`src/rtl/regbus_lane_pkg.sv`:
```
package regbus_lane_pkg;

    localparam int DATA_W = 16;

    typedef enum logic [1:0] {
        SZ_NONE = 2'b00,
        SZ_BYTE = 2'b01,
        SZ_HALF = 2'b10,
        SZ_RSVD = 2'b11
    } size_e;

    typedef enum logic [1:0] {
        PH_IDLE,
        PH_FIRST,
        PH_SECOND,
        PH_ACK
    } phase_e;

    typedef struct packed {
        logic              we_hi;
        logic              we_lo;
        logic [DATA_W-1:0] data;
    } lane_cmd_t;

    localparam lane_cmd_t LANE_IDLE = '{we_hi: 1'b0, we_lo: 1'b0, data: '0};

    function automatic logic is_split(size_e sz, logic odd);
        return (sz == SZ_HALF) && odd;
    endfunction

    // Lane command for the first (or only) internal cycle.
    function automatic lane_cmd_t first_cmd(logic wr, size_e sz, logic odd,
                                            logic [DATA_W-1:0] wd);
        lane_cmd_t c;
        c = LANE_IDLE;
        if (wr) begin
            unique case (sz)
                SZ_BYTE: begin
                    c.we_hi = !odd;
                    c.we_lo = odd;
                    c.data  = wd;
                end
                SZ_HALF: begin
                    if (odd) begin
                        c.we_lo = 1'b1;
                        c.data  = {8'h00, wd[15:8]};
                    end else begin
                        c.we_hi = 1'b1;
                        c.we_lo = 1'b1;
                        c.data  = wd;
                    end
                end
                default: c = LANE_IDLE;
            endcase
        end
        return c;
    endfunction

    // Lane command for the second cycle of a split access.
    function automatic lane_cmd_t second_cmd(logic wr, logic [DATA_W-1:0] wd);
        lane_cmd_t c;
        c       = LANE_IDLE;
        c.we_hi = wr;
        c.data  = {wd[7:0], 8'h00};
        return c;
    endfunction

    // Read data captured in the first (or only) internal cycle.
    function automatic logic [DATA_W-1:0] first_rd(size_e sz, logic odd,
                                                   logic [DATA_W-1:0] word);
        logic [DATA_W-1:0] r;
        unique case (sz)
            SZ_BYTE: r = word;
            SZ_HALF: r = odd ? {word[7:0], 8'h00} : word;
            default: r = '0;
        endcase
        return r;
    endfunction

endpackage

```
`src/rtl/regbus_lane_bank.sv`:
```
module regbus_lane_bank #(
    parameter int NUM_REGS = 8,
    parameter int IDX_W    = (NUM_REGS > 1) ? $clog2(NUM_REGS) : 1
) (
    input  logic                               clk,
    input  logic                               rst,
    input  logic                               we_hi,
    input  logic                               we_lo,
    input  logic [IDX_W-1:0]                   idx,
    input  logic [regbus_lane_pkg::DATA_W-1:0] wdata,
    output logic [regbus_lane_pkg::DATA_W-1:0] rword
);
    import regbus_lane_pkg::*;

    logic [DATA_W-1:0] mem [NUM_REGS];

    for (genvar g = 0; g < NUM_REGS; g++) begin : g_loc
        logic sel;
        assign sel = (idx == IDX_W'(g));

        always_ff @(posedge clk) begin
            if (rst) begin
                mem[g] <= '0;
            end else begin
                if (sel && we_hi) mem[g][15:8] <= wdata[15:8];
                if (sel && we_lo) mem[g][7:0]  <= wdata[7:0];
            end
        end
    end

    always_comb begin
        rword = '0;
        for (int i = 0; i < NUM_REGS; i++) begin
            if (idx == IDX_W'(i)) rword = mem[i];
        end
    end

endmodule

```
`src/rtl/regbus_lane_seq.sv`:
```
module regbus_lane_seq #(
    parameter int NUM_REGS = 8,
    parameter int IDX_W    = (NUM_REGS > 1) ? $clog2(NUM_REGS) : 1,
    parameter int ADDR_W   = IDX_W + 1
) (
    input  logic                               clk,
    input  logic                               rst,
    input  logic                               req_valid,
    input  logic                               req_write,
    input  logic [1:0]                         req_size,
    input  logic [ADDR_W-1:0]                  req_addr,
    input  logic [regbus_lane_pkg::DATA_W-1:0] req_wdata,
    output logic                               req_ack,
    output logic [regbus_lane_pkg::DATA_W-1:0] req_rdata,
    output logic                               bank_we_hi,
    output logic                               bank_we_lo,
    output logic [IDX_W-1:0]                   bank_idx,
    output logic [regbus_lane_pkg::DATA_W-1:0] bank_wdata,
    input  logic [regbus_lane_pkg::DATA_W-1:0] bank_rword
);
    import regbus_lane_pkg::*;

    localparam logic [IDX_W-1:0] LAST_IDX = IDX_W'(NUM_REGS - 1);

    phase_e            ph_q;
    logic              wr_q;
    size_e             sz_q;
    logic              odd_q;
    logic [IDX_W-1:0]  idx_q;
    logic [DATA_W-1:0] wd_q;
    logic [DATA_W-1:0] hold_q;
    logic [IDX_W-1:0]  idx_next;
    lane_cmd_t         cmd;

    assign idx_next = (idx_q == LAST_IDX) ? '0 : idx_q + 1'b1;

    always_ff @(posedge clk) begin
        if (rst) begin
            ph_q   <= PH_IDLE;
            wr_q   <= 1'b0;
            sz_q   <= SZ_NONE;
            odd_q  <= 1'b0;
            idx_q  <= '0;
            wd_q   <= '0;
            hold_q <= '0;
        end else begin
            unique case (ph_q)
                PH_IDLE: begin
                    if (req_valid) begin
                        wr_q   <= req_write;
                        sz_q   <= size_e'(req_size);
                        odd_q  <= req_addr[0];
                        idx_q  <= req_addr[ADDR_W-1:1];
                        wd_q   <= req_wdata;
                        hold_q <= '0;
                        ph_q   <= PH_FIRST;
                    end
                end
                PH_FIRST: begin
                    if (!wr_q) hold_q <= first_rd(sz_q, odd_q, bank_rword);
                    ph_q <= is_split(sz_q, odd_q) ? PH_SECOND : PH_ACK;
                end
                PH_SECOND: begin
                    if (!wr_q) hold_q[7:0] <= bank_rword[15:8];
                    ph_q <= PH_ACK;
                end
                default: begin
                    ph_q <= PH_IDLE;
                end
            endcase
        end
    end

    always_comb begin
        unique case (ph_q)
            PH_FIRST:  cmd = first_cmd(wr_q, sz_q, odd_q, wd_q);
            PH_SECOND: cmd = second_cmd(wr_q, wd_q);
            default:   cmd = LANE_IDLE;
        endcase
    end

    assign bank_idx   = (ph_q == PH_SECOND) ? idx_next : idx_q;
    assign bank_we_hi = cmd.we_hi;
    assign bank_we_lo = cmd.we_lo;
    assign bank_wdata = cmd.data;

    assign req_ack   = (ph_q == PH_ACK);
    assign req_rdata = req_ack ? hold_q : '0;

endmodule

```
`src/rtl/regbus_lane_adapter.sv`:
```
module regbus_lane_adapter #(
    parameter int NUM_REGS = 8,
    parameter int ADDR_W   = ((NUM_REGS > 1) ? $clog2(NUM_REGS) : 1) + 1
) (
    input  logic              clk,
    input  logic              rst,
    input  logic              req_valid,
    input  logic              req_write,
    input  logic [1:0]        req_size,
    input  logic [ADDR_W-1:0] req_addr,
    input  logic [15:0]       req_wdata,
    output logic              req_ack,
    output logic [15:0]       req_rdata
);
    import regbus_lane_pkg::*;

    localparam int IDX_W = ADDR_W - 1;

    logic              we_hi;
    logic              we_lo;
    logic [IDX_W-1:0]  idx;
    logic [DATA_W-1:0] wdata;
    logic [DATA_W-1:0] rword;

    regbus_lane_seq #(
        .NUM_REGS (NUM_REGS),
        .IDX_W    (IDX_W),
        .ADDR_W   (ADDR_W)
    ) u_seq (
        .clk        (clk),
        .rst        (rst),
        .req_valid  (req_valid),
        .req_write  (req_write),
        .req_size   (req_size),
        .req_addr   (req_addr),
        .req_wdata  (req_wdata),
        .req_ack    (req_ack),
        .req_rdata  (req_rdata),
        .bank_we_hi (we_hi),
        .bank_we_lo (we_lo),
        .bank_idx   (idx),
        .bank_wdata (wdata),
        .bank_rword (rword)
    );

    regbus_lane_bank #(
        .NUM_REGS (NUM_REGS),
        .IDX_W    (IDX_W)
    ) u_bank (
        .clk   (clk),
        .rst   (rst),
        .we_hi (we_hi),
        .we_lo (we_lo),
        .idx   (idx),
        .wdata (wdata),
        .rword (rword)
    );

endmodule

```
`config.mk`:
```
export PLATFORM = sky130hd
export DESIGN_NAME = regbus_lane_adapter
export DESIGN_NICKNAME = d
export VERILOG_FILES = /design/src/rtl/regbus_lane_pkg.sv /design/src/rtl/regbus_lane_bank.sv /design/src/rtl/regbus_lane_seq.sv /design/src/rtl/regbus_lane_adapter.sv
export SDC_FILE = /design/constraint.sdc
export NUM_CORES = 1
export LEC_CHECK = 0
export BUFFER_PORTS_ARGS = -buffer_cell sky130_fd_sc_hd__buf_4
export CAP_MARGIN = 20
export CORE_AREA = 2 2 140 142
export CTS_BUF_LIST = sky130_fd_sc_hd__clkbuf_16
export CTS_CLUSTER_SIZE = 14
export DETAILED_ROUTE_END_ITERATION = 8
export DIE_AREA = 0 0 142 144
export GPL_ROUTABILITY_DRIVEN = 0
export GPL_TIMING_DRIVEN = 0
export PLACE_DENSITY_LB_ADDON = 0.2
export REMOVE_ABC_BUFFERS = 1
export SYNTH_ARGS = -nofsm -noshare
export SYNTH_HDL_FRONTEND = slang
export SYNTH_SLANG_ARGS = --single-unit
```
`constraint.sdc`:
```
create_clock -name clk -period 3.8 [get_ports clk]
set_input_delay 0.38 -clock clk [delete_from_list [all_inputs] [get_ports clk]]
set_output_delay 0.38 -clock clk [all_outputs]
set_load 0.02 [all_outputs]
```
==> results.md <==
- The dominant cell type by area after synthesis is sky130_fd_sc_hd__edfxtp_1.
- Relative to the synthesized area, the layout overhead comes to 13.2%.
- After clock tree synthesis, the repair step resized 3 gates.
- The worst setup path is launched from a flip-flop.
- Setup repair after global routing left no endpoint under its margin.
- Data on the critical path arrives at its endpoint at 3.92 ns.
- The count of cells along the worst hold path is 3.
- The initial core utilization is 0.439.
- The sequential group share of total power is 0.370.
- Wires add up to 24600 um.
- Using the TritonRoute via totals, the vias-per-cell ratio works out to 6.23.
- The worst path in the final design needs a cycle of 3.63 ns, including I/O delays and setup.
- The initial DRC count is 745.
- VDD sags by at most 590 uV.
- The number of global-route vias before repair is 6467.
- Detailed routing inserted a total of 6677 vias.
- The die area is 20400 sq um.
- The pin count of the biggest net entering global routing is 51.
- In the layout the commonest cells are 149 x sky130_fd_sc_hd__nor2_1, 128 x sky130_fd_sc_hd__edfxtp_1, 96 x sky130_fd_sc_hd__nand2_1, 42 x sky130_fd_sc_hd__a21oi_1, 42 x sky130_fd_sc_hd__buf_4.
- In this run the worst hold path is classified as in2reg.
- After floorplanning, the core was sized to cover 19100 sq um.
- The final-report hold violation count was 0.
- For this design the ratio of total power to cell area is 626 nW/um^2.
- The async set-reset flop share out of synthesis is 0.
- The share of total power dissipated in the clock network is 0.320.
- Summed over all nets, the switching power comes to 2.07 mW.
- The critical path endpoint category is a flip-flop.
- The tightest slew margin relative to the limit is 0.324.
- The share of the core filled with cells is 0.497.
- Clock latency on the worst-skew pair, taken at its later pin, is 0.43 ns.
- Fill cells in the final layout number 1706.
- The number of sinks handled by clock tree synthesis is 169.
- The share of Yosys cell area claimed by the top area cell type is 0.459.
- The overall global routing resource usage is 0.249.
- The achievable clock frequency is 0.275 GHz.
- The startpoint-to-endpoint class of the critical path is reg2reg.
- Buffers added to address setup during post-CTS repair amount to 0.
- The required time of the critical path is 4.09 ns.
- TritonCTS built the clock tree.
- The clock transition at the register clock pins on the worst setup and hold paths after CTS is 0.07 ns.
- The worst-case clock skew is 0.00775 ns.
- The placed instance count is 1040.
- The beginning of the worst hold path is req_write.
- The number of levels in the clock H-tree is 4.
- Clock tree synthesis selected as its root buffer the cell sky130_fd_sc_hd__clkbuf_16.
- The count of standard-cell rows is 51.
- 43 I/O pins were placed.
- The count of cells along the worst register-to-register path is 7.
- Counting flops with a built-in enable in the synthesized netlist gives 128.
- Input and output buffers added on the ports amount to 42.
- The cell leakage power is 3.35 nW.
- The combinational power share is 0.311.
- The maximum clock insertion buffer count is 2.
- The actual slew at the worst max-slew pin is 1.01 ns.
- Ranked by total cell area, the synthesized netlist is headed by sky130_fd_sc_hd__edfxtp_1 46%, sky130_fd_sc_hd__dfxtp_1 9.8%, sky130_fd_sc_hd__nor2_1 6.7%, sky130_fd_sc_hd__nand2_1 4.3%, sky130_fd_sc_hd__a21oi_1 2.5%.
- The floorplan die height is 144 um.
- The proportion of layout cells with a drive suffix above 1 is 0.131.
- Leaving out fill and tap cells, the most frequent cell in the layout is sky130_fd_sc_hd__nor2_1.
- Dividing the synthesized area by the synthesized cell count gives 10.4 sq um.
- The switching fraction of total power is 0.349.
- The number of antenna diodes in the final layout is 0.
- In this run the register-to-register setup slack is 0.17 ns.
- The number of nets at the end of the flow is 855.
- The largest fanout of any net on the critical path is 19.
- In this run the critical register-to-register path is launched from u_seq.idx_q[2].
- The number of antenna violations at the first check in global routing is 0.
- The internal power is 3.87 mW.
- Of the available clock period, the critical path in the final layout requires 0.956.
- The number of pins exceeding their max-slew limit in the final report came to 0.
- The setup TNS is 0 ns.
- The residual antenna-violating net count after detailed routing is 0.
- After global routing the overflow that remains totals 0.
- The non-filler instance count after layout is 1072.
- Once detailed placement completed, the half-perimeter wirelength came to 17700 um.
- The number of instances in the synthesized netlist is 803.
- Among all flip-flop cells after synthesis, the most frequent one is sky130_fd_sc_hd__edfxtp_1.
- Across the run, the number of max-cap violations was 0.
- The number of distinct standard cells referenced by the synthesized netlist is 69.
- The run finished with clean final reports.
- The number of storage elements in the synthesis netlist is 169.
- In this run the horizontal extent of the chip is 142 um.
- The routed wire length per instance is 23.0 um.
- The wire length of the first global-routing pass is 37700 um.
- The number of search-and-repair iterations in the first detailed-routing pass is 5.
- The number of clock buffers inserted by TritonCTS is 17.
- The synthesized cell area is 8380 sq um.
- The endpoint of the worst register-to-register path is u_seq.hold_q[9].
- The end of the worst hold path is u_seq.wr_q.
- The number of failing setup endpoints in the final timing report is 0.
- Hold repair after CTS inserted 0 buffers.
- The share of the Yosys chip area taken by registers is 0.557.
- The remaining design rule violation count is 0.
- The yosys synthesis warning count is 0.
==> flip-flops by register name, summed over array words and instances, names as in the netlist <==
name / count
u_bank.mem: 128
u_seq.hold_q: 16
u_seq.wd_q: 16
u_seq.idx_q: 3
u_seq.ph_q: 2
u_seq.sz_q: 2
u_seq.odd_q: 1
u_seq.wr_q: 1
==> per-layer routing <==
layer	routed length, um	vias to the layer above	share of wire	global-route usage
met5	0	-	0	0
met1	9610	3241	0.39	0.312
met4	1100	0	0.044	0.122
met3	1900	76	0.077	0.0407
met2	12000	354	0.49	0.421
li1	-	3006	-	-
==> worst max path at each step <==
| stage | to | from | slack, ns |
|---|---|---|---|
| 2_1_floorplan | u_seq.hold_q[11] | u_seq.ph_q[0] | 0.29 |
| 3_3_place_gp | u_seq.hold_q[8] | u_seq.ph_q[0] | -1.03 |
| 3_5_place_dp | u_seq.hold_q[11] | u_seq.idx_q[1] | -0.60 |
| 4_1_cts | u_seq.hold_q[11] | u_seq.ph_q[0] | 0.06 |
| 5_1_grt | u_seq.hold_q[9] | u_seq.idx_q[1] | 0.09 |
| 6_report | u_seq.hold_q[9] | u_seq.idx_q[2] | 0.17 |
==> layout make-up <==
type	instances	area, sq um	area share
Clock buffer	19	475	0.0501
Clock inverter	13	173	0.0182
Inverter	5	18.8	0.00198
Multi-Input combinational cell	583	3490	0.367
Sequential cell	169	4670	0.492
Tap cell	238	298	0.0314
Timing Repair Buffer	45	369	0.0389
==> cell families after synthesis <==
group / count (synthesis) / share of synthesized area
DFF: 169 / 0.557
AOI/OAI and AO/OA: 193 / 0.172
muxes: 28 / 0.0358
and+or+nand+nor: 354 / 0.192
adders and majority gates: 8 / 0.0119
buffers and inverters: 51 / 0.0318
==> power by group through the flow <==
stage               Sequential [mW]  Clock, mW  Combinational [mW]
finish                         2.19       1.90                1.84
CTS                            2.19       1.89                1.79
global placement               2.22          0                1.71
floorplan                      2.19          0                1.17
global route                   2.21       1.98                1.96
detailed placement             2.23          0                1.78
==> worst max-delay path, cell delays in order, from the launching register on <==
cell	delay, ns
sky130_fd_sc_hd__dfxtp_1	0.78
sky130_fd_sc_hd__ha_1	0.58
sky130_fd_sc_hd__mux2_2	0.56
sky130_fd_sc_hd__o211ai_1	0.46
sky130_fd_sc_hd__o22ai_1	0.38
sky130_fd_sc_hd__a2bb2oi_1	0.46
sky130_fd_sc_hd__nand2b_1	0.20
sky130_fd_sc_hd__a221oi_2	0.07
==> per-stage QoR <==
step / setup slack [ns] / hold slack, ns / power, mW / area (sq um)
2_1_floorplan: 0.285 / 0.418 / 3.37 / 8130
5_1_grt: 0.0885 / 0.201 / 6.15 / 9490
3_5_place_dp: -0.597 / 0.454 / 4.01 / 8810
6_report: 0.168 / 0.198 / 5.94 / 9490
4_1_cts: 0.0645 / 0.187 / 5.88 / 9460
3_3_place_gp: -1.03 / 0.439 / 3.93 / 8740
==> synthesized netlist by cell type, types with 12 or more instances <==
master / count
sky130_fd_sc_hd__buf_2: 12
sky130_fd_sc_hd__mux2i_1: 21
sky130_fd_sc_hd__and2_1: 19
sky130_fd_sc_hd__edfxtp_1: 128
sky130_fd_sc_hd__o21ai_0: 23
sky130_fd_sc_hd__a22o_1: 21
sky130_fd_sc_hd__clkbuf_1: 21
sky130_fd_sc_hd__dfxtp_1: 41
sky130_fd_sc_hd__nor3_1: 16
sky130_fd_sc_hd__nand3b_1: 16
sky130_fd_sc_hd__nor2_1: 150
sky130_fd_sc_hd__nand3_1: 18
sky130_fd_sc_hd__a21o_1: 14
sky130_fd_sc_hd__a21oi_1: 42
sky130_fd_sc_hd__nand2_1: 97
sky130_fd_sc_hd__o22ai_1: 12
Power figures use the tool's default switching activity.
